## src/rtl/bt_pkg.sv

```systemverilog
package bt_pkg;

  // Tap select codes, built as {sel_a, sel_b}
  typedef enum logic [1:0] {
    TAP_MID  = 2'b00,
    TAP_LOW  = 2'b01,
    TAP_SHORT = 2'b10,
    TAP_FULL = 2'b11
  } tap_sel_e;

  function automatic tap_sel_e pack_sel(input logic a, input logic b);
    return tap_sel_e'({a, b});
  endfunction

  // Stage n of the counter is held in bit n-1
  function automatic int unsigned stage_bit(input int unsigned stage);
    return stage - 1;
  endfunction

  // Stage number associated with a select code, given the four taps
  function automatic int unsigned stage_for_code(
    input int unsigned code,
    input int unsigned s00,
    input int unsigned s01,
    input int unsigned s10,
    input int unsigned s11
  );
    case (code)
      0:       return s00;
      1:       return s01;
      2:       return s10;
      default: return s11;
    endcase
  endfunction

  // Ticks from reset to the first output change for a given stage
  function automatic longint unsigned half_period(input int unsigned stage);
    return longint'(1) << (stage - 1);
  endfunction

endpackage

```

## src/rtl/bt_stage_counter.sv

```systemverilog
module bt_stage_counter #(
  parameter int unsigned W = 16
) (
  input  logic         clk,
  input  logic         clr,
  input  logic         adv,
  output logic [W-1:0] cnt
);

  localparam logic [W-1:0] ONE = {{(W-1){1'b0}}, 1'b1};

  logic [W-1:0] cnt_q;

  // Clear has priority over advance: the oscillator stand-in is frozen in reset
  always_ff @(posedge clk) begin
    if (clr)
      cnt_q <= '0;
    else if (adv)
      cnt_q <= cnt_q + ONE;
  end

  assign cnt = cnt_q;

endmodule

```

## src/rtl/bt_tap_mux.sv

```systemverilog
module bt_tap_mux
  import bt_pkg::*;
#(
  parameter int unsigned W   = 16,
  parameter int unsigned S00 = 13,
  parameter int unsigned S01 = 10,
  parameter int unsigned S10 = 8,
  parameter int unsigned S11 = 16
) (
  input  logic [W-1:0] cnt,
  input  tap_sel_e     sel,
  output logic         tap
);

  localparam int unsigned NTAP = 4;

  logic [NTAP-1:0] taps;

  // One tap wire per select code, each wired to its own counter bit
  for (genvar g = 0; g < NTAP; g++) begin : g_tap
    localparam int unsigned STG = stage_for_code(g, S00, S01, S10, S11);
    localparam int unsigned BIT = stage_bit(STG);
    assign taps[g] = cnt[BIT];
  end

  assign tap = taps[sel];

endmodule

```

## src/rtl/bt_shot_ctl.sv

```systemverilog
module bt_shot_ctl (
  input  logic clk,
  input  logic rst_act,
  input  logic recycle,
  input  logic tap,
  output logic mode_chg,
  output logic shot
);

  logic mode_q;
  logic shot_q;
  logic shot_set;

  // Registered copy of the mode input; any difference is a restart event
  always_ff @(posedge clk) begin
    mode_q <= recycle;
  end

  assign mode_chg = recycle ^ mode_q;

  // Latch sets once the tapped stage first goes high in single-cycle mode
  assign shot_set = !recycle && tap;

  always_ff @(posedge clk) begin
    if (rst_act || mode_chg)
      shot_q <= 1'b0;
    else if (shot_set)
      shot_q <= 1'b1;
  end

  assign shot = shot_q;

endmodule

```

## src/rtl/binary_timer.sv

```systemverilog
module binary_timer
  import bt_pkg::*;
#(
  parameter int unsigned CNT_W  = 16,
  parameter int unsigned STG_00 = 13,
  parameter int unsigned STG_01 = 10,
  parameter int unsigned STG_10 = 8,
  parameter int unsigned STG_11 = 16
) (
  input  logic clk,
  input  logic tick,
  input  logic mstr_rst,
  input  logic pwr_rst_req,
  input  logic auto_rst_off,
  input  logic sel_a,
  input  logic sel_b,
  input  logic recycle,
  input  logic pol_hi,
  output logic tmr_out
);

  // Named internal events, also observed by the bound checker
  logic             rst_act;
  logic             mode_chg;
  logic             shot;
  logic             tap;
  logic             cnt_clr;
  logic             cnt_adv;
  logic [CNT_W-1:0] cnt;
  tap_sel_e         sel;
  logic             out_q;
  logic             active_lvl;

  assign rst_act = mstr_rst || (pwr_rst_req && !auto_rst_off);
  assign cnt_clr = rst_act || mode_chg;
  assign cnt_adv = tick && !cnt_clr;
  assign sel     = pack_sel(sel_a, sel_b);

  bt_stage_counter #(
    .W(CNT_W)
  ) u_cnt (
    .clk (clk),
    .clr (cnt_clr),
    .adv (cnt_adv),
    .cnt (cnt)
  );

  bt_tap_mux #(
    .W  (CNT_W),
    .S00(STG_00),
    .S01(STG_01),
    .S10(STG_10),
    .S11(STG_11)
  ) u_mux (
    .cnt (cnt),
    .sel (sel),
    .tap (tap)
  );

  bt_shot_ctl u_shot (
    .clk      (clk),
    .rst_act  (rst_act),
    .recycle  (recycle),
    .tap      (tap),
    .mode_chg (mode_chg),
    .shot     (shot)
  );

  // Recycle follows the tap; single-cycle keeps the flip once the latch holds it
  assign active_lvl = recycle ? tap : (tap || shot);

  always_ff @(posedge clk) begin
    if (cnt_clr)
      out_q <= pol_hi;
    else
      out_q <= pol_hi ^ active_lvl;
  end

  assign tmr_out = out_q;

endmodule

```

## config.mk

```make
export PLATFORM = sky130hd
export DESIGN_NAME = binary_timer
export DESIGN_NICKNAME = d
export VERILOG_FILES = /design/src/rtl/bt_pkg.sv /design/src/rtl/bt_stage_counter.sv /design/src/rtl/bt_tap_mux.sv /design/src/rtl/bt_shot_ctl.sv /design/src/rtl/binary_timer.sv
export SDC_FILE = /design/constraint.sdc
export NUM_CORES = 1
export LEC_CHECK = 0
export BUFFER_PORTS_ARGS = -buffer_cell sky130_fd_sc_hd__buf_2
export CORE_ASPECT_RATIO = 1.25
export CORE_UTILIZATION = 40
export DETAILED_ROUTE_END_ITERATION = 10
export PLACE_DENSITY_LB_ADDON = 0.08
export SETUP_SLACK_MARGIN = 0.2
export SLEW_MARGIN = 20
export SYNTH_ARGS = -nofsm -noshare
export SYNTH_HDL_FRONTEND = slang
export SYNTH_SLANG_ARGS = --single-unit
export TNS_END_PERCENT = 30
```

## constraint.sdc

```tcl
create_clock -name clk -period 5.15 [get_ports clk]
set_clock_uncertainty 0.15 [all_clocks]
set_input_delay 1.03 -clock clk [delete_from_list [all_inputs] [get_ports clk]]
set_output_delay 1.03 -clock clk [all_outputs]
set_load 0.1 [all_outputs]
```

# Word-level counts from Yosys, hierarchy flattened
# Index checks and enable logic that the tools add are counted.
[classes] n_addsub=1 n_lt_le_gt_ge=1 muxes=4 bitwise=2 reduce_logical=9
[ops] cell="adder 16 x 1 -> 16 bit (second input constant)" count=1
[ops] cell="logical AND 1 bit" count=3
[ops] cell="zero test 1 bit" count=3
[ops] cell="logical OR 1 bit" count=3
[ops] cell="less-than comparator 2 x 3 -> 1 bit (second input constant)" count=1
[ops] cell="2-to-1 mux 1 bit" count=3
[ops] cell="binary-select mux 1 bit (select 2 bit)" count=1
[ops] cell="bitwise XOR 1 bit" count=2
[word_totals] register_bits=19 output_inout_bits=1 wordCells=21

# Depth between registers and ports, before layout
# Gate-level depths: netlist (run 1).
[depth] depth_word=6 depth_mapped=4

# Modules after synthesis
# A second synthesis (run 1) with hierarchy kept.
[unflattened] cells_unflattened=99 area_unflattened_um2=945.9
[modules_own_cells] mod="bt_stage_counter" instances=1 cells_each=83 area_each_um2=757.0 seq_area_each_um2=320.3
[modules_own_cells] mod="binary_timer" instances=1 cells_each=9 area_each_um2=96.3 seq_area_each_um2=20.0
[modules_own_cells] mod="bt_shot_ctl" instances=1 cells_each=6 area_each_um2=70.1 seq_area_each_um2=40.0
[modules_own_cells] mod="bt_tap_mux" instances=1 cells_each=1 area_each_um2=22.5 seq_area_each_um2=0.0

# Worst setup path after synthesis (run 1)
# Ideal clock, no wire load.
[synth_timing] kind="input port to flip-flop" startpoint="input port tick" endpoint="register u_cnt.cnt_q[15], in the netlist u_cnt.cnt[15]" arrival_ns=1.977 required_ns=4.879 setup_slack_ns=2.903 cell_stages=4 n_path_buf=1 cell_sequence="buf_4 -> nand4_4 -> nor4_1 -> mux2_2"
[synth_via] elab_chain_len=1
[synth_lines] element="start: declaration" line_no="binary_timer.sv:11" text="input logic tick,"
[synth_lines] element="logical AND 1 bit" line_no="binary_timer.sv:36" text="assign cnt_adv = tick && !cnt_clr;"
[synth_lines] element="end signal: assignment" line_no="bt_stage_counter.sv:19" text="cnt_q <= cnt_q + ONE;"
[synth_lines] element="end: declaration" line_no="bt_stage_counter.sv:12" text="logic [W-1:0] cnt_q;"
# Every way passes these cells.
# A chain may end at the register's enable or synchronous reset.

# Final worst setup path (run 1)
[layout_timing] startpoint="input port recycle" endpoint="register u_cnt.cnt_q[1], in the netlist u_cnt.cnt[1]"
[layout_via] elab_chain_len=4
[layout_lines] element="start: declaration" line_no="binary_timer.sv:17" text="input logic recycle,"
[layout_lines] element="bitwise XOR 1 bit (*)" line_no="bt_shot_ctl.sv:19" text="assign mode_chg = recycle ^ mode_q;"
[layout_lines] element="logical OR 1 bit (*)" line_no="binary_timer.sv:35" text="assign cnt_clr = rst_act || mode_chg;"
[layout_lines] element="zero test 1 bit" line_no="binary_timer.sv:36"
[layout_lines] element="logical AND 1 bit" line_no="binary_timer.sv:36"
# Mark *: on every way between the ends. The rest lies on a longest branch, timed or not.

==> results of run 1 <==
==> sequential cells by signal, summed over array words and instances, names as in the netlist <==
| signal | cells |
|---|---|
| u_shot.shot | 1 |
| u_cnt.cnt | 16 |
| tmr_out | 1 |
| u_shot.mode_q | 1 |
==> routing by layer <==
metal | track usage [%] | routed length, um | vias up
met5 | 0 | 0 | -
met4 | 7.35 | 16 | 0
met1 | 19.4 | 822 | 378
li1 | - | - | 422
met3 | 1.87 | 53 | 2
met2 | 27.8 | 957 | 10
==> worst min-delay path by stage <==
| stage | depth (start not counted) | slack (ns) | from | endpoint |
|---|---|---|---|---|
| after floorplan | 2 | 0.31 | u_shot.shot | u_shot.shot |
| after global placement | 2 | 0.33 | u_shot.shot | u_shot.shot |
| after detailed placement | 2 | 0.34 | u_shot.shot | u_shot.shot |
| after CTS | 2 | 0.36 | u_cnt.cnt[8] | u_cnt.cnt[8] |
| after global routing | 2 | 0.39 | u_shot.shot | u_shot.shot |
| final | 2 | 0.35 | u_shot.shot | u_shot.shot |
==> kinds of logic (layout without fill, tap and decap cells) <==
logic type               Yosys count  after routing
multiplexers                       9              9
AND/OR/NAND/NOR                   46             46
adder cells (fa/ha/maj)            1              1
AO/OA/AOI/OAI                     16             16
XOR/XNOR                           5              5
buffers and inverters              9             16
flip-flops                        19             19
==> cells in the mapped netlist <==
library cell / n
sky130_fd_sc_hd__nand4b_1: 1
sky130_fd_sc_hd__nor4_1: 9
sky130_fd_sc_hd__inv_1: 3
sky130_fd_sc_hd__or3_2: 1
sky130_fd_sc_hd__mux2_2: 5
sky130_fd_sc_hd__nor2_1: 6
sky130_fd_sc_hd__or4_1: 5
sky130_fd_sc_hd__or3_1: 2
sky130_fd_sc_hd__mux2i_1: 3
sky130_fd_sc_hd__o2111ai_1: 1
sky130_fd_sc_hd__nand3_1: 2
sky130_fd_sc_hd__buf_6: 1
sky130_fd_sc_hd__o21ai_0: 2
sky130_fd_sc_hd__dfxtp_1: 19
sky130_fd_sc_hd__buf_4: 1
sky130_fd_sc_hd__ha_1: 1
sky130_fd_sc_hd__o31ai_1: 5
sky130_fd_sc_hd__nand2b_1: 1
sky130_fd_sc_hd__nand2_1: 4
sky130_fd_sc_hd__nand4_4: 1
sky130_fd_sc_hd__xnor2_1: 1
sky130_fd_sc_hd__nor4_2: 1
sky130_fd_sc_hd__nand4_1: 4
sky130_fd_sc_hd__nand4_2: 1
sky130_fd_sc_hd__a21oi_1: 8
sky130_fd_sc_hd__nor4b_1: 5
sky130_fd_sc_hd__nor2b_1: 1
sky130_fd_sc_hd__clkbuf_1: 3
sky130_fd_sc_hd__xor2_1: 4
sky130_fd_sc_hd__buf_2: 1
sky130_fd_sc_hd__nand3_2: 2
sky130_fd_sc_hd__mux4_2: 1
==> final cells by class <==
cell class              count  area [um2]
flip-flops and latches     19         380
well taps                  31        38.8
repair buffers              9        45.0
fillers                   246        1200
clock buffers               4        26.3
inverters                   3        11.3
multi-input cells          77         579
==> worst max-delay path, stage by stage <==
cell,delay [ns]
sky130_fd_sc_hd__buf_2,0.11
sky130_fd_sc_hd__xor2_1,0.72
sky130_fd_sc_hd__or3_1,0.47
sky130_fd_sc_hd__nor2_1,0.09
==> power groups by stage <==
stage	clock network [mW]	registers, mW	logic [mW]
after floorplan	0	0.158	0.0140
after CTS	0.0798	0.150	0.0253
after global routing	0.0881	0.150	0.0279
final	0.0742	0.150	0.0252
after global placement	0	0.153	0.0247
after detailed placement	0	0.153	0.0252
==> metrics.txt, run 1 <==
# TYPE chip_impl_metric gauge
chip_impl_info{name="synthDominantAreaCellType",value="sky130_fd_sc_hd__dfxtp_1"} 1
chip_impl_metric{name="finish.utilization",unit="%"} 47.4
chip_impl_metric{name="postSynthRegisterBits",unit=""} 19
chip_impl_metric{name="timing.final.max_slew_violations",unit=""} 0
chip_impl_metric{name="p_per_area",unit="nW/um2"} 230
chip_impl_metric{name="report.final.hold_viol_count",unit=""} 0
chip_impl_metric{name="synth.lib_cells_used.distinct",unit=""} 32
chip_impl_metric{name="start_util",unit="%"} 44.1
chip_impl_metric{name="grt_antenna_before_repair",unit=""} 0
chip_impl_metric{name="maxCapViolations",unit=""} 0
chip_impl_metric{name="power.switching",unit="uW"} 62.9
chip_impl_metric{name="synthAdderAreaFrac",unit="%"} 1.24
chip_impl_metric{name="synth-compound-area-share",unit="%"} 9.58
chip_impl_metric{name="core.rowCount",unit=""} 19
chip_impl_info{name="final_common_cell",value="sky130_fd_sc_hd__dfxtp_1"} 1
chip_impl_metric{name="hpwl",unit="mm"} 1.38
chip_impl_metric{name="postCtsResizedCells",unit=""} 0
chip_impl_metric{name="route.detailed.vias_per_inst",unit=""} 5.68
chip_impl_metric{name="relative_contribution_of_the_clock_network_to_total_power",unit="%"} 29.8
chip_impl_metric{name="cts_max_path_buffers",unit=""} 2
chip_impl_metric{name="coreArea",unit="um2"} 2280
chip_impl_metric{name="grt_max_degree",unit=""} 15
chip_impl_metric{name="wirelength",unit="mm"} 1.85
chip_impl_metric{name="worst_setup_hold_path_clk_slew",unit="ns"} 0.10
chip_impl_metric{name="drt_first_iter_violations",unit=""} 14
chip_impl_info{name="run_status",value="finished, final reports clean"} 1
chip_impl_metric{name="routedWlPerCell",unit="um"} 12.9
chip_impl_metric{name="htree_num_levels",unit=""} 1
chip_impl_metric{name="p_sw_share",unit="%"} 25.3
chip_impl_metric{name="cts-buffers-inserted",unit=""} 3
chip_impl_metric{name="port-buffer-count",unit=""} 9
chip_impl_metric{name="antenna_violating_nets_post_route",unit=""} 0
chip_impl_info{name="path_class",value="in -> reg"} 1
chip_impl_info{name="startpoint",value="recycle"} 1
chip_impl_metric{name="place_ws",unit="ns"} 2.45
chip_impl_metric{name="grt_total_usage",unit="%"} 16.2
chip_impl_metric{name="pwr-share-seq",unit="%"} 60.1
chip_impl_metric{name="slew-limit-headroom",unit="%"} 39.6
chip_impl_metric{name="synth_sequential_area_ratio",unit="%"} 37.8
chip_impl_info{name="mostFrequentLayoutCells",value="sky130_fd_sc_hd__dfxtp_1 (19), sky130_fd_sc_hd__nor4_1 (9), sky130_fd_sc_hd__buf_2 (9), sky130_fd_sc_hd__a21oi_1 (8), sky130_fd_sc_hd__nor2_1 (6)"} 1
chip_impl_metric{name="buffers_inserted_by_post_cts_timing_repair",unit=""} 0
chip_impl_metric{name="global_route_wire_length_before_repair",unit="mm"} 3.22
chip_impl_metric{name="cts-hold-fix-buffers",unit=""} 0
chip_impl_info{name="cp-endpoint",value="u_cnt.cnt[1]"} 1
chip_impl_metric{name="die_width",unit="um"} 46.9
chip_impl_metric{name="achievable-frequency",unit="MHz"} 418
chip_impl_metric{name="syn_inst",unit=""} 105
chip_impl_metric{name="yosys.area.top_type_share",unit="%"} 37.8
chip_impl_metric{name="layout-drive-gt1-share",unit="%"} 21.4
chip_impl_metric{name="path_max_fanout",unit=""} 13
chip_impl_info{name="reg_to_reg_critical_path_startpoint",value="u_shot.mode_q"} 1
chip_impl_metric{name="dpl_cell_area",unit="um2"} 1050
chip_impl_metric{name="period_utilization",unit="%"} 46.4
chip_impl_metric{name="synth_simple_gate_area_share",unit="%"} 31.6
chip_impl_metric{name="syn_area",unit="um2"} 1010
chip_impl_metric{name="power",unit="uW"} 249
chip_impl_metric{name="final_cells",unit=""} 143
chip_impl_metric{name="required",unit="ns"} 5.18
chip_impl_metric{name="chipHeight",unit="um"} 58.1
chip_impl_info{name="end_kind",value="register"} 1
chip_impl_info{name="synth_top_family_by_area",value="simple AND/OR/NAND/NOR gates"} 1
chip_impl_metric{name="hold-worst-slack",unit="ns"} 0.355
chip_impl_info{name="cts.root.buffer_cell",value="sky130_fd_sc_hd__clkbuf_4"} 1
chip_impl_metric{name="arrival",unit="ns"} 2.42
chip_impl_metric{name="period_needed",unit="ns"} 2.39
chip_impl_metric{name="detail_route.drc_violations",unit=""} 0
chip_impl_metric{name="layout_overhead_on_the_synthesized_area",unit="%"} 7.46
chip_impl_metric{name="syn-num-nets",unit=""} 115
chip_impl_metric{name="reg2reg_setup_slack",unit="ns"} 3.27
chip_impl_metric{name="number_of_warning_messages_in_the_yosys_log",unit=""} 0
chip_impl_info{name="grt_setup_unrepaired",value="no"} 1
chip_impl_metric{name="insertedDiodeCount",unit=""} 0
chip_impl_metric{name="insertion_delay",unit="ns"} 0.29
chip_impl_metric{name="placed_cells",unit=""} 139
chip_impl_metric{name="stdcell_area",unit="um2"} 1080
chip_impl_metric{name="synth_xor_area_share",unit="%"} 4.35
chip_impl_metric{name="peakVddDrop",unit="mV"} 0.140
chip_impl_metric{name="fin_setup_tns",unit="ns"} 0
chip_impl_metric{name="synth_mux_area_share",unit="%"} 10.8
chip_impl_metric{name="combinationalPowerShare",unit="%"} 10.1
chip_impl_metric{name="grt_pass1_vias",unit=""} 743
chip_impl_info{name="setup.worst_path.start_class",value="input port"} 1
chip_impl_metric{name="grt-ovfl-total",unit=""} 0
chip_impl_metric{name="first_pass_iters",unit=""} 2
chip_impl_metric{name="boundaryPins",unit=""} 10
chip_impl_metric{name="nNetsFinal",unit=""} 123
chip_impl_metric{name="gpl.final_weighted_congestion",unit=""} 0.688
chip_impl_metric{name="setup_slack",unit="ns"} 2.76
chip_impl_metric{name="synth_area_per_cell",unit="um2"} 9.58
chip_impl_info{name="netlist_top_cells_area",value="sky130_fd_sc_hd__dfxtp_1 (38%), sky130_fd_sc_hd__mux2_2 (5.6%), sky130_fd_sc_hd__nor4_1 (5.6%)"} 1
chip_impl_metric{name="internal_power",unit="uW"} 186
chip_impl_metric{name="die-area",unit="um2"} 2720
chip_impl_info{name="reg2reg_to",value="u_cnt.cnt[1]"} 1
chip_impl_metric{name="r2r_cells",unit=""} 3
chip_impl_metric{name="setup_viol_count_final",unit=""} 0
chip_impl_metric{name="numClockSinks",unit=""} 19
chip_impl_metric{name="power.leakage",unit="nW"} 0.347
chip_impl_metric{name="worst_pin_slew",unit="ns"} 0.902
chip_impl_metric{name="vias",unit=""} 812
chip_impl_info{name="hold_class",value="reg -> reg"} 1
chip_impl_info{name="clock_tree_from_tritoncts",value="built"} 1
(Power assumes the default switching activity.)
==> run 2: changes to the inputs <==
==> constraint.sdc (replaced) <==
create_clock -name clk -period 2.1 [get_ports clk]
set_clock_uncertainty 0.15 [all_clocks]
set_input_delay 0.42 -clock clk [delete_from_list [all_inputs] [get_ports clk]]
set_output_delay 0.42 -clock clk [all_outputs]
set_load 0.1 [all_outputs]
==> run 2 against run 1 <==
  * Via count rose by 3.6%
  * Combinational power grew to 2.8 times the previous value
  * Register-to-register slack got worse by 3.0 ns
  * Count of clock-buffer cells in the layout stayed put
  * Clock power grew to 2.5 times the previous value
  * Die area unchanged
  * Global-route usage up 0.64 points
  * Final area is 3.5% higher
  * Critical path type is now reg -> reg
  * Largest cell class unchanged
  * Highest routed layer unchanged
==> metrics.txt, run 2 (synthesis gave the netlist of run 1 again) <==
# TYPE chip_impl_metric gauge
chip_impl_info{name="clock_tree_from_tritoncts",value="built"} 1
chip_impl_metric{name="achievable-frequency",unit="MHz"} 550
chip_impl_metric{name="drt_first_iter_violations",unit=""} 13
chip_impl_metric{name="start_util",unit="%"} 44.1
chip_impl_info{name="grt_setup_unrepaired",value="yes"} 1
chip_impl_metric{name="wirelength",unit="mm"} 1.99
chip_impl_metric{name="slew-limit-headroom",unit="%"} 68.0
chip_impl_metric{name="layout_overhead_on_the_synthesized_area",unit="%"} 11.2
chip_impl_metric{name="insertion_delay",unit="ns"} 0.29
chip_impl_metric{name="detail_route.drc_violations",unit=""} 0
chip_impl_info{name="setup.worst_path.start_class",value="register"} 1
chip_impl_metric{name="grt_max_degree",unit=""} 15
chip_impl_metric{name="first_pass_iters",unit=""} 4
chip_impl_metric{name="global_route_wire_length_before_repair",unit="mm"} 3.31
chip_impl_info{name="gr_busiest_metal",value="met2"} 1
chip_impl_metric{name="p_per_area",unit="nW/um2"} 557
chip_impl_metric{name="core.rowCount",unit=""} 19
chip_impl_metric{name="antenna_violating_nets_post_route",unit=""} 0
chip_impl_metric{name="hpwl",unit="mm"} 1.46
chip_impl_metric{name="die-area",unit="um2"} 2720
chip_impl_info{name="path_class",value="reg -> reg"} 1
chip_impl_info{name="final_common_cell",value="sky130_fd_sc_hd__dfxtp_1"} 1
chip_impl_metric{name="maxCapViolations",unit=""} 0
chip_impl_info{name="run_status",value="finished, final reports clean"} 1
chip_impl_metric{name="power",unit="uW"} 623
chip_impl_metric{name="grt-ovfl-total",unit=""} 0
chip_impl_metric{name="setup_slack",unit="ns"} 0.282
chip_impl_metric{name="arrival",unit="ns"} 1.86
chip_impl_metric{name="routedWlPerCell",unit="um"} 13.6
chip_impl_metric{name="period_needed",unit="ns"} 1.82
chip_impl_metric{name="worst_setup_hold_path_clk_slew",unit="ns"} 0.11
chip_impl_metric{name="hold-worst-slack",unit="ns"} 0.115
chip_impl_metric{name="relative_contribution_of_the_clock_network_to_total_power",unit="%"} 29.9
chip_impl_metric{name="htree_num_levels",unit=""} 1
chip_impl_metric{name="cts-buffers-inserted",unit=""} 3
chip_impl_info{name="hold_class",value="in -> reg"} 1
chip_impl_metric{name="pwr-share-seq",unit="%"} 58.9
chip_impl_metric{name="worst_pin_slew",unit="ns"} 0.483
chip_impl_metric{name="power.leakage",unit="nW"} 0.379
chip_impl_metric{name="grt_use_met1",unit="%"} 18.6
chip_impl_metric{name="gpl.final_weighted_congestion",unit=""} 0.737
chip_impl_metric{name="path_max_fanout",unit=""} 8
chip_impl_metric{name="grt_total_usage",unit="%"} 16.9
chip_impl_info{name="end_kind",value="register"} 1
chip_impl_metric{name="final_cells",unit=""} 146
chip_impl_metric{name="coreArea",unit="um2"} 2280
chip_impl_metric{name="largest_reg_flops",unit=""} 16
chip_impl_metric{name="required",unit="ns"} 2.14
chip_impl_metric{name="die_width",unit="um"} 46.9
chip_impl_metric{name="cts-hold-fix-buffers",unit=""} 0
chip_impl_metric{name="layout-drive-gt1-share",unit="%"} 24.3
chip_impl_metric{name="route.detailed.vias_per_inst",unit=""} 5.76
chip_impl_metric{name="finish.utilization",unit="%"} 49.0
chip_impl_metric{name="stdcell_area",unit="um2"} 1120
chip_impl_metric{name="fin_setup_tns",unit="ns"} 0
chip_impl_metric{name="period_utilization",unit="%"} 86.6
chip_impl_metric{name="timing.final.max_slew_violations",unit=""} 0
chip_impl_metric{name="chipHeight",unit="um"} 58.1
chip_impl_metric{name="insertedDiodeCount",unit=""} 0
chip_impl_metric{name="power.switching",unit="uW"} 160
chip_impl_metric{name="peakVddDrop",unit="mV"} 0.352
chip_impl_metric{name="dpl_cell_area",unit="um2"} 1080
chip_impl_info{name="cts.root.buffer_cell",value="sky130_fd_sc_hd__clkbuf_4"} 1
chip_impl_metric{name="grt_util_met3",unit="%"} 1.87
chip_impl_metric{name="internal_power",unit="uW"} 462
chip_impl_metric{name="boundaryPins",unit=""} 10
chip_impl_metric{name="cts_max_path_buffers",unit=""} 2
chip_impl_metric{name="placed_cells",unit=""} 142
chip_impl_metric{name="grt_antenna_before_repair",unit=""} 0
chip_impl_metric{name="vias",unit=""} 841
chip_impl_info{name="mostFrequentLayoutCells",value="sky130_fd_sc_hd__dfxtp_1 (19), sky130_fd_sc_hd__buf_2 (9), sky130_fd_sc_hd__a21oi_1 (8), sky130_fd_sc_hd__nor4_1 (8), sky130_fd_sc_hd__nor2_1 (6)"} 1
chip_impl_metric{name="port-buffer-count",unit=""} 9
chip_impl_metric{name="p_sw_share",unit="%"} 25.7
chip_impl_metric{name="combinationalPowerShare",unit="%"} 11.2
chip_impl_metric{name="numClockSinks",unit=""} 19
chip_impl_metric{name="buffers_inserted_by_post_cts_timing_repair",unit=""} 0
chip_impl_metric{name="report.final.hold_viol_count",unit=""} 0
chip_impl_metric{name="place_ws",unit="ns"} 0.216
chip_impl_metric{name="nNetsFinal",unit=""} 126
chip_impl_metric{name="setup_viol_count_final",unit=""} 0
chip_impl_metric{name="grt_pass1_vias",unit=""} 808
chip_impl_metric{name="globalRouteMet2Util",unit="%"} 30.8
[run 2: cell count changes in the layout (fill, tap and decap cells not counted), sizes merged]
cell	previous run	this run
buf	9	12
[run 2: worst max-delay path, stage by stage (launching register included)]
cell and delay (ns):
sky130_fd_sc_hd__dfxtp_1 0.42, sky130_fd_sc_hd__ha_1 0.24, sky130_fd_sc_hd__nand3_2 0.19, sky130_fd_sc_hd__nor4_4 0.36, sky130_fd_sc_hd__mux2_2 0.36
[run 2: worst paths after layout]
path / start / end / slack, ns / depth (start not counted)
setup / recovery: u_cnt.cnt[0] / u_cnt.cnt[14] / 0.28 / 4
hold / removal: recycle / u_shot.mode_q / 0.12 / 1
setup reg to reg: u_cnt.cnt[0] / u_cnt.cnt[14] / 0.28 / 4
hold reg to reg: u_shot.shot / u_shot.shot / 0.36 / 2
[run 2: power by group through the flow]
stage          combinational, mW  sequential, mW  clock, mW
2_1_floorplan             0.0344           0.388          0
3_3_place_gp              0.0693           0.375          0
3_5_place_dp              0.0700           0.375          0
4_1_cts                   0.0702           0.367      0.196
5_1_grt                   0.0763           0.368      0.215
6_report                  0.0697           0.367      0.186
[run 2: final cells by class]
cell class / count / area, um2
tap: 31 / 38.8
clock buffer: 4 / 26.3
timing repair buffer: 12 / 67.6
sequential: 19 / 380
inverter: 3 / 11.3
multi-input combinational: 77 / 594
fill: 241 / 1160
[run 2: routing by layer]
layer	up-vias	part of all wire, %
li1	428	-
met1	397	45
met2	12	51
met3	4	2.4
met4	0	1.3
met5	-	0
[run 2: what timing repair did]
item	CTS	global route
setup endpoints to repair	0	1
resized for setup	0	2
endpoints found under the hold margin	0	0
==> run 3: changes to the inputs <==
--- a/config.mk
+++ b/config.mk
@@ -10,6 +10,7 @@
 export CORE_UTILIZATION = 40
 export DETAILED_ROUTE_END_ITERATION = 10
 export PLACE_DENSITY_LB_ADDON = 0.08
+export REMOVE_ABC_BUFFERS = 1
 export SETUP_SLACK_MARGIN = 0.2
 export SLEW_MARGIN = 20
 export SYNTH_ARGS = -nofsm -noshare
==> run 3 against run 2 <==
  * Non-clock buffer count did not move
  * Worst setup slack improved by 0.020 ns
  * Highest routed layer unchanged
  * Utilization fell by 0.38 points
  * Clock power barely moved
  * Combinational power fell by 1%
  * Fmax rose by 1.1%
  * Final cell count did not move
  * Die area did not move
==> metrics.txt, run 3 (synthesis gave the netlist of run 1 again) <==
# TYPE chip_impl_metric gauge
chip_impl_info{name="run_status",value="finished, final reports clean"} 1
chip_impl_metric{name="pwr-share-seq",unit="%"} 58.9
chip_impl_info{name="end_kind",value="register"} 1
chip_impl_metric{name="setup_viol_count_final",unit=""} 0
chip_impl_metric{name="achievable-frequency",unit="MHz"} 556
chip_impl_metric{name="arrival",unit="ns"} 1.85
chip_impl_metric{name="internal_power",unit="uW"} 462
chip_impl_info{name="cts.root.buffer_cell",value="sky130_fd_sc_hd__clkbuf_4"} 1
chip_impl_metric{name="buffers_inserted_by_post_cts_timing_repair",unit=""} 0
chip_impl_metric{name="boundaryPins",unit=""} 10
chip_impl_metric{name="grt_max_degree",unit=""} 15
chip_impl_metric{name="power.switching",unit="uW"} 161
chip_impl_metric{name="layout-drive-gt1-share",unit="%"} 24.3
chip_impl_metric{name="dpl_cell_area",unit="um2"} 1080
chip_impl_metric{name="critPathBufInv",unit=""} 0
chip_impl_metric{name="period_needed",unit="ns"} 1.80
chip_impl_metric{name="die-area",unit="um2"} 2720
chip_impl_metric{name="htree_num_levels",unit=""} 1
chip_impl_info{name="grt_setup_unrepaired",value="yes"} 1
chip_impl_info{name="critical_path.top_delay_family",value="simple AND/OR/NAND/NOR gates"} 1
chip_impl_metric{name="vias",unit=""} 835
chip_impl_info{name="slowest_stage",value="sky130_fd_sc_hd__dfxtp_1"} 1
chip_impl_info{name="startpoint",value="u_cnt.cnt[0]"} 1
chip_impl_metric{name="worst_setup_hold_path_clk_slew",unit="ns"} 0.11
chip_impl_info{name="path_class",value="reg -> reg"} 1
chip_impl_metric{name="core.rowCount",unit=""} 19
chip_impl_metric{name="report.final.hold_viol_count",unit=""} 0
chip_impl_metric{name="postCtsResizedCells",unit=""} 0
chip_impl_metric{name="grt_pass1_vias",unit=""} 749
chip_impl_metric{name="routedWlPerCell",unit="um"} 13.2
chip_impl_metric{name="peakVddDrop",unit="mV"} 0.355
chip_impl_metric{name="grt-ovfl-total",unit=""} 0
chip_impl_metric{name="placed_cells",unit=""} 142
chip_impl_metric{name="hpwl",unit="mm"} 1.37
chip_impl_info{name="setup.worst_path.start_class",value="register"} 1
chip_impl_metric{name="timing.critical_path.slowest_cell_delay",unit="ns"} 0.42
chip_impl_metric{name="largest_reg_flops",unit=""} 16
chip_impl_info{name="min-delay-start",value="recycle"} 1
chip_impl_metric{name="cts_max_path_buffers",unit=""} 2
chip_impl_metric{name="grt_antenna_before_repair",unit=""} 0
chip_impl_metric{name="numClockSinks",unit=""} 19
chip_impl_metric{name="final_cells",unit=""} 146
chip_impl_metric{name="required",unit="ns"} 2.15
chip_impl_metric{name="cts-buffers-inserted",unit=""} 3
chip_impl_metric{name="maxCapViolations",unit=""} 0
chip_impl_info{name="hold_class",value="in -> reg"} 1
chip_impl_metric{name="port-buffer-count",unit=""} 9
chip_impl_metric{name="p_sw_share",unit="%"} 25.9
chip_impl_metric{name="power.leakage",unit="nW"} 0.361
chip_impl_info{name="clock_tree_from_tritoncts",value="built"} 1
chip_impl_metric{name="layout_overhead_on_the_synthesized_area",unit="%"} 10.3
chip_impl_metric{name="relative_contribution_of_the_clock_network_to_total_power",unit="%"} 30.1
chip_impl_metric{name="coreArea",unit="um2"} 2280
chip_impl_metric{name="insertedDiodeCount",unit=""} 0
chip_impl_metric{name="first_pass_iters",unit=""} 4
chip_impl_metric{name="detail_route.drc_violations",unit=""} 0
chip_impl_info{name="mostFrequentLayoutCells",value="sky130_fd_sc_hd__dfxtp_1 (19), sky130_fd_sc_hd__buf_2 (9), sky130_fd_sc_hd__a21oi_1 (8), sky130_fd_sc_hd__nor4_1 (8), sky130_fd_sc_hd__nor2_1 (6)"} 1
chip_impl_metric{name="route.detailed.vias_per_inst",unit=""} 5.72
chip_impl_metric{name="wirelength",unit="mm"} 1.92
chip_impl_metric{name="fin_setup_tns",unit="ns"} 0
chip_impl_metric{name="global_route_wire_length_before_repair",unit="mm"} 3.26
chip_impl_metric{name="start_util",unit="%"} 44.1
chip_impl_metric{name="grt_total_usage",unit="%"} 16.5
chip_impl_metric{name="path_max_fanout",unit=""} 8
chip_impl_info{name="final_common_cell",value="sky130_fd_sc_hd__dfxtp_1"} 1
chip_impl_metric{name="drt_first_iter_violations",unit=""} 15
chip_impl_metric{name="gpl.final_weighted_congestion",unit=""} 0.746
chip_impl_metric{name="timing.final.max_slew_violations",unit=""} 0
chip_impl_metric{name="combinationalPowerShare",unit="%"} 11.0
chip_impl_metric{name="antenna_violating_nets_post_route",unit=""} 0
chip_impl_metric{name="nNetsFinal",unit=""} 126
chip_impl_info{name="reg_to_reg_critical_path_startpoint",value="u_cnt.cnt[0]"} 1
chip_impl_metric{name="slew-limit-headroom",unit="%"} 68.1
chip_impl_metric{name="cts-hold-fix-buffers",unit=""} 0
chip_impl_metric{name="period_utilization",unit="%"} 85.6
chip_impl_metric{name="chipHeight",unit="um"} 58.1
chip_impl_metric{name="insertion_delay",unit="ns"} 0.30
chip_impl_info{name="crit_chain",value="ha_1, nand3_2, nor4_1, mux2_2"} 1
chip_impl_metric{name="p_per_area",unit="nW/um2"} 562
chip_impl_metric{name="die_width",unit="um"} 46.9
chip_impl_metric{name="worst_pin_slew",unit="ns"} 0.482
chip_impl_metric{name="stdcell_area",unit="um2"} 1110
-- run 3: changes by cell type in the layout (fill, tap and decap cells not counted) --
cell and delta:
sky130_fd_sc_hd__nor4_2 +1, sky130_fd_sc_hd__nor4_4 -1
-- run 3: final cells by class --
type,instances,area (um2)
clock buffers,4,26.3
fillers,248,1170
well taps,31,38.8
inverters,3,11.3
multi-input cells,77,586
repair buffers,12,67.6
flip-flops and latches,19,380
-- run 3: power groups by stage --
stage	logic, mW	clock network (mW)	registers, mW
floorplan	0.0259	0	0.388
global placement	0.0673	0	0.375
detailed placement	0.0692	0	0.375
CTS	0.0694	0.201	0.367
global route	0.0752	0.217	0.368
finish	0.0688	0.188	0.367
-- run 3: worst paths after layout --
kind	end	slack [ns]	cells past startpoint
max reg2reg	u_cnt.cnt[14]	0.30	4
min	u_shot.mode_q	0.12	1
max	u_cnt.cnt[14]	0.30	4
min reg2reg	u_shot.shot	0.36	2
-- run 3: stage by stage --
step | setup WS, ns | power (mW) | hold slack (ns) | utilization, %
3_3_place_gp | 0.308 | 0.443 | 0.328 | 47.2
5_1_grt | 0.161 | 0.660 | 0.0991 | 48.6
6_report | 0.303 | 0.623 | 0.120 | 48.6
2_1_floorplan | 0.452 | 0.414 | 0.298 | -
4_1_cts | 0.285 | 0.637 | 0.112 | 48.4
3_5_place_dp | 0.278 | 0.444 | 0.337 | 47.2
-- run 3: routing by layer --
metal | GRT usage [%] | wire (um)
met1 | 20.8 | 940
met2 | 26.6 | 918
met3 | 2.80 | 25
met4 | 7.35 | 40
met5 | 0 | 0
